==> src/rtl/mcell_pkg.sv <==
// Package: shared encodings for the logic-cell register stage.
// Assumes all configuration inputs are static while the cell operates.
package mcell_pkg;
    typedef enum logic [2:0] {
        MODE_D     = 3'd0,
        MODE_T     = 3'd1,
        MODE_JK    = 3'd2,
        MODE_SR    = 3'd3,
        MODE_LATCH = 3'd4
    } reg_mode_e;

    localparam logic [1:0] POL_LOW  = 2'd0;
    localparam logic [1:0] POL_HIGH = 2'd1;

    localparam logic [2:0] OE_OFF  = 3'd0;
    localparam logic [2:0] OE_ON   = 3'd1;
    localparam logic [2:0] OE_PINA = 3'd2;
    localparam logic [2:0] OE_PINB = 3'd3;
endpackage

==> src/rtl/mcell_sum_path.sv <==
// Module: sum and polarity path. ORs the sum terms, then XORs the result
// with a fixed level or a term. Assumes cfg_pol is static.
module mcell_sum_path #(
    parameter int SUM_W = 3
) (
    input  logic [SUM_W-1:0] pt_sum,
    input  logic             pt_xor,
    input  logic [1:0]       cfg_pol,
    output logic             path_out
);
    import mcell_pkg::*;

    logic sum_or;
    logic pol_bit;

    // Purpose: OR reduction and polarity selection.
    always_comb begin
        sum_or = |pt_sum;
        case (cfg_pol)
            POL_LOW:  pol_bit = 1'b0;
            POL_HIGH: pol_bit = 1'b1;
            default:  pol_bit = pt_xor;
        endcase
        path_out = sum_or ^ pol_bit;
    end
endmodule

==> src/rtl/mcell_reg_core.sv <==
// Module: the configurable storage element. Runs on clk only; a term clock
// is taken as the cycle in which pt_clk rises. Clear and preset override the
// visible output at once and load at the edge. Assumes static cfg inputs.
module mcell_reg_core (
    input  logic       clk,
    input  logic       rst_n,
    input  logic [2:0] cfg_mode,
    input  logic       cfg_ck_sel,
    input  logic       cfg_ce_en,
    input  logic       din,
    input  logic       pt_aux,
    input  logic       pt_clk,
    input  logic       pt_ce,
    input  logic       clr,
    input  logic       pre,
    output logic       q_vis
);
    import mcell_pkg::*;

    logic q_reg;
    logic clk_q;
    logic edge_act;
    logic transp;
    logic is_latch;
    logic nxt;

    // Purpose: decode the active edge and the latch transparency level.
    always_comb begin
        is_latch = (cfg_mode == MODE_LATCH);
        if (cfg_ck_sel) begin
            edge_act = pt_clk & ~clk_q;
            transp   = pt_clk;
        end else begin
            edge_act = cfg_ce_en ? pt_ce : 1'b1;
            transp   = cfg_ce_en ? pt_ce : 1'b1;
        end
    end

    // Purpose: next-state function for each register mode.
    always_comb begin
        nxt = q_reg;
        case (cfg_mode)
            MODE_T:     nxt = q_reg ^ din;
            MODE_JK: begin
                case ({din, pt_aux})
                    2'b01:   nxt = 1'b0;
                    2'b10:   nxt = 1'b1;
                    2'b11:   nxt = ~q_reg;
                    default: nxt = q_reg;
                endcase
            end
            MODE_SR: begin
                case ({din, pt_aux})
                    2'b01:   nxt = 1'b0;
                    2'b10:   nxt = 1'b1;
                    default: nxt = q_reg;
                endcase
            end
            MODE_LATCH: nxt = din;
            default:    nxt = din;
        endcase
    end

    // Purpose: previous level of the term clock for edge detection.
    always_ff @(posedge clk) begin
        if (!rst_n) clk_q <= 1'b0;
        else        clk_q <= pt_clk;
    end

    // Purpose: state register with clear over preset over update.
    always_ff @(posedge clk) begin
        if (!rst_n)                          q_reg <= 1'b0;
        else if (clr)                        q_reg <= 1'b0;
        else if (pre)                        q_reg <= 1'b1;
        else if (is_latch ? transp : edge_act) q_reg <= nxt;
    end

    // Purpose: visible register value with overrides and latch pass-through.
    always_comb begin
        if (clr)                    q_vis = 1'b0;
        else if (pre)               q_vis = 1'b1;
        else if (is_latch && transp) q_vis = din;
        else                        q_vis = q_reg;
    end

    p_clear_loads_r9: assert property (@(posedge clk) disable iff (!rst_n)
        clr |=> !q_reg);
    p_preset_loads_r10: assert property (@(posedge clk) disable iff (!rst_n)
        (pre && !clr) |=> q_reg);
    p_no_edge_holds_r8: assert property (@(posedge clk) disable iff (!rst_n)
        (!is_latch && !edge_act && !clr && !pre) |=> $stable(q_reg));
    p_toggle_r3: assert property (@(posedge clk) disable iff (!rst_n)
        (cfg_mode == MODE_T && edge_act && din && !clr && !pre)
        |=> (q_reg != $past(q_reg)));
endmodule

==> src/rtl/mcell_out_sel.sv <==
// Module: pad value, feedback and output-enable selection.
// Assumes the enable pins are already inverted to active high.
module mcell_out_sel (
    input  logic       cfg_out_reg,
    input  logic       cfg_dsel,
    input  logic [2:0] cfg_oe_sel,
    input  logic       q_vis,
    input  logic       path_val,
    input  logic       oe_a,
    input  logic       oe_b,
    input  logic       pt_oe,
    output logic       pin_data,
    output logic       pin_oe,
    output logic       fb
);
    import mcell_pkg::*;

    // Purpose: choose the pad value and the feedback source.
    always_comb begin
        pin_data = cfg_out_reg ? q_vis : path_val;
        fb       = (cfg_out_reg || cfg_dsel) ? q_vis : path_val;
    end

    // Purpose: choose the output enable source.
    always_comb begin
        case (cfg_oe_sel)
            OE_OFF:  pin_oe = 1'b0;
            OE_ON:   pin_oe = 1'b1;
            OE_PINA: pin_oe = oe_a;
            OE_PINB: pin_oe = oe_b;
            default: pin_oe = pt_oe;
        endcase
    end
endmodule

==> src/rtl/mcell_reg_stage.sv <==
// Module: top of the logic-cell register stage. Inverts the active-low
// global pins, decodes clear and preset, and joins the path, the register
// and the output selection. Assumes all cfg_* inputs are static.
module mcell_reg_stage #(
    parameter int SUM_W = 3
) (
    input  logic             clk,
    input  logic             rst_n,
    input  logic [2:0]       cfg_mode,
    input  logic             cfg_dsel,
    input  logic [1:0]       cfg_pol,
    input  logic             cfg_ck_sel,
    input  logic             cfg_ce_en,
    input  logic [1:0]       cfg_ar_sel,
    input  logic             cfg_ap_en,
    input  logic             cfg_out_reg,
    input  logic [2:0]       cfg_oe_sel,
    input  logic             gclr_n,
    input  logic             goe1_n,
    input  logic             goe2_n,
    input  logic [SUM_W-1:0] pt_sum,
    input  logic             pt_xor,
    input  logic             pt_data,
    input  logic             pt_aux,
    input  logic             pt_clk,
    input  logic             pt_ce,
    input  logic             pt_ar,
    input  logic             pt_ap,
    input  logic             pt_oe,
    output logic             pin_data,
    output logic             pin_oe,
    output logic             fb
);
    logic path_val;
    logic din;
    logic clr;
    logic pre;
    logic q_vis;
    logic oe_a;
    logic oe_b;

    // Purpose: pin inversion, clear/preset decode and data input choice.
    always_comb begin
        oe_a = ~goe1_n;
        oe_b = ~goe2_n;
        clr  = (cfg_ar_sel[0] & ~gclr_n) | (cfg_ar_sel[1] & pt_ar);
        pre  = cfg_ap_en & pt_ap;
        din  = cfg_dsel ? pt_data : path_val;
    end

    mcell_sum_path #(.SUM_W(SUM_W)) u_path (
        .pt_sum   (pt_sum),
        .pt_xor   (pt_xor),
        .cfg_pol  (cfg_pol),
        .path_out (path_val)
    );

    mcell_reg_core u_core (
        .clk        (clk),
        .rst_n      (rst_n),
        .cfg_mode   (cfg_mode),
        .cfg_ck_sel (cfg_ck_sel),
        .cfg_ce_en  (cfg_ce_en),
        .din        (din),
        .pt_aux     (pt_aux),
        .pt_clk     (pt_clk),
        .pt_ce      (pt_ce),
        .clr        (clr),
        .pre        (pre),
        .q_vis      (q_vis)
    );

    mcell_out_sel u_out (
        .cfg_out_reg (cfg_out_reg),
        .cfg_dsel    (cfg_dsel),
        .cfg_oe_sel  (cfg_oe_sel),
        .q_vis       (q_vis),
        .path_val    (path_val),
        .oe_a        (oe_a),
        .oe_b        (oe_b),
        .pt_oe       (pt_oe),
        .pin_data    (pin_data),
        .pin_oe      (pin_oe),
        .fb          (fb)
    );

    p_fb_matches_pin_r12: assert property (@(posedge clk) disable iff (!rst_n)
        cfg_out_reg |-> (fb == pin_data));
    p_oe_pin_a_r13: assert property (@(posedge clk) disable iff (!rst_n)
        (cfg_oe_sel == 3'd2) |-> (pin_oe != goe1_n));
    p_clear_pin_r9: assert property (@(posedge clk) disable iff (!rst_n)
        (cfg_ar_sel[0] && !gclr_n && cfg_out_reg) |-> !pin_data);
endmodule

==> config.mk <==
export PLATFORM = sky130hd
export DESIGN_NAME = mcell_reg_stage
export DESIGN_NICKNAME = d
export VERILOG_FILES = /design/src/rtl/mcell_pkg.sv /design/src/rtl/mcell_sum_path.sv /design/src/rtl/mcell_reg_core.sv /design/src/rtl/mcell_out_sel.sv /design/src/rtl/mcell_reg_stage.sv
export SDC_FILE = /design/constraint.sdc
export NUM_CORES = 1
export LEC_CHECK = 0
export ABC_AREA = 1
export BUFFER_PORTS_ARGS = -buffer_cell sky130_fd_sc_hd__buf_2
export CAP_MARGIN = 20
export CORE_AREA = 4 4 41 43
export DETAILED_ROUTE_END_ITERATION = 12
export DIE_AREA = 0 0 45 47
export PLACE_DENSITY = 0.69
export SYNTH_ARGS = -nofsm -noshare
export SYNTH_HDL_FRONTEND = slang
export SYNTH_SLANG_ARGS = --single-unit
==> constraint.sdc <==
create_clock -name clk -period 1.1 [get_ports clk]
set_input_delay 0.055 -clock clk [delete_from_list [all_inputs] [get_ports clk]]
set_output_delay 0.055 -clock clk [all_outputs]
set_load 0.05 [all_outputs]
==> results.toml <==
[clocking]
cts_buffers = 3
cts_max_path_buffers = 2
clkSinkCount = 2
clock-root-buffer = "clkbuf_4"
clock_latency_ns = 0.22
clk_pin_slew_ns = 0.03
cts_tree = "yes"
htreeDepth = 1

[timing]
final.period_utilization_pct = 99.9
fin_crit_ns = 1.10
fmax_mhz = 910
setup_viol = 0
hold_viol_final = 0
whs_ns = 0.0323
skew_ns = 0.00194
grt_setup_unrepaired = "yes"
max_slew_margin_pct = 81.6
worst_pin_slew_ns = 0.276
slew_violations = 0

[global_route]
grt_max_degree = 6
antenna_found_initial = 0
grt_overflow = 0
grt_use_total_pct = 10.6
grt_pass1_vias = 473
grt_pass1_wl_mm = 1.65

[floorplan]
core_area_um2 = 1300
die_w_um = 45
start_util_pct = 29.7
die-area_um2 = 2120
rows = 13
die_h_um = 47
io_pins = 34

[yosys]
synth-seq-cells = 2
syn_area_per_cell_um2 = 4.96
yosys.area.top_type = "nand2_1"
syn_inst = 78
netlist_area_um2 = 387
ys_types = 19
syn_nets = 109
yosysWarnings = 0
synth.top_cell.area_share_pct = 27.2
synthTopCellsByArea = "nand2_1 27%, inv_1 13%, nor2_1 11%"
seq_area_frac_synth_pct = 10.4

[place]
detailed_place_hpwl_um = 887
io_buffers = 33
dp_cells = 127
place.gp.congestion = 0.721

[layout]
drive_above_1_share_pct = 47.4
diodes = 0
fin_cells = 131
fillCellCount = 152
final_cell_mix = "31 x buf_2, 25 x nand2_1, 12 x inv_1"
fin_nets = 149
final_util_pct = 49.3
final_common_cell = "buf_2"
syn_to_final_growth_pct = 66.0

[power_and_ir_drop]
power_density_nw_per_um2 = 770
p_leak_uw = 0.000410
ir_drop_v = 0.000416

[setup_path]
crit_type = "flip-flop to output port"
crit_slowest_cell = "dfxtp_2"
start_kind = "flip-flop"
cp.buffers_inverters = 1
worstPathRequired_ns = 1.04
critPathMaxStageDelay_ns = 0.32
crit_fanout = 4
cp-end-kind = "output port"
cpMostUsedCell = "nand2_1"
timing.critical_path.cells = "a21boi_2, nand2_1, nand3b_1, nand2_1, buf_6"
cp_top_family = "flip-flops"
cp.arrival_ns = 1.04

[routing]
drt_wl_total_mm = 1.07
via_per_inst = 4.49
drtIter0Drc = 8
drt-pass1-iter-count = 6
wl_per_cell_um = 8.17
drc = 0
ant_nets = 0
vias = 588

[run_status]
status = "finished clean"

[flow_run]
cap_violations = 0

[hold_path]
hold_class = "input pin to flip-flop"
## metal layers
metal | track usage, % | part of all wire (%)
met3 | 1.53 | 11
met1 | 11.1 | 35
met2 | 19.5 | 53
met5 | 0 | 0
met4 | 7.02 | 0.75
## Yosys cell counts (all sizes together)
library cell / number
a22oi: 1
inv: 15
nor2: 11
clkinv: 1
a21boi: 1
a311oi: 1
a21o: 1
nand3: 6
nand2: 33
a21oi: 1
nand4: 1
o21ai: 1
dfxtp: 2
and2: 1
nand3b: 2
## repair_timing
action                                 4_1_cts  5_1_grt
resized for setup                            5        8
pin swaps                                    2       14
hold buffers                                 0        0
endpoints found under the hold margin        0        0
buffers inserted                             0        1
setup endpoints to repair                    2        3
## tightest hold or removal path, stage by stage
cell	delay [ns]
buf_2	0.09
nand2_1	0.05
inv_1	0.04
## final timing paths
path | startpoint | end | slack, ns | depth (start not counted)
worst max-delay path | u_core.q_reg | fb | 0.001 | 5
worst min-delay path | rst_n | u_core.clk_q | 0.03 | 3
worst max register to register | u_core.clk_q | u_core.q_reg | 0.08 | 11
worst min register to register | u_core.q_reg | u_core.q_reg | 0.63 | 4
## final cells by class
type                       instances  area [um^2]  area share, %
multi-input combinational         60          305           47.6
timing repair buffer              35          193           30.0
inverter                          16         60.1           9.36
sequential                         2         42.5           6.63
clock buffer                       3         22.5           3.51
tap                               15         18.8           2.92
## metrics by stage
step / TNS (ns) / instance area (um^2) / total power (uW) / setup WS, ns
after floorplan: 0 / 387 / 220 / 0.0813
after global placement: -0.0349 / 578 / 304 / -0.0196
after detailed placement: -0.0730 / 578 / 307 / -0.0436
after CTS: -0.0110 / 614 / 486 / -0.0110
after global routing: -0.121 / 642 / 533 / -0.0484
final: 0 / 642 / 495 / 0.00108
## kinds of logic after synthesis
family | Yosys count | synth area share [%]
flops | 2 | 10.4
simple gates | 54 | 63.4
compound gates | 6 | 10.7
buf+inv | 16 | 15.5
## power by group
group	switching (uW)	internal, uW	total [uW]
Clock	42.1	120	162
Sequential	3.57	78.8	82.4
Combinational	140	109	250
Note: power is estimated with default switching activity, not from simulation.
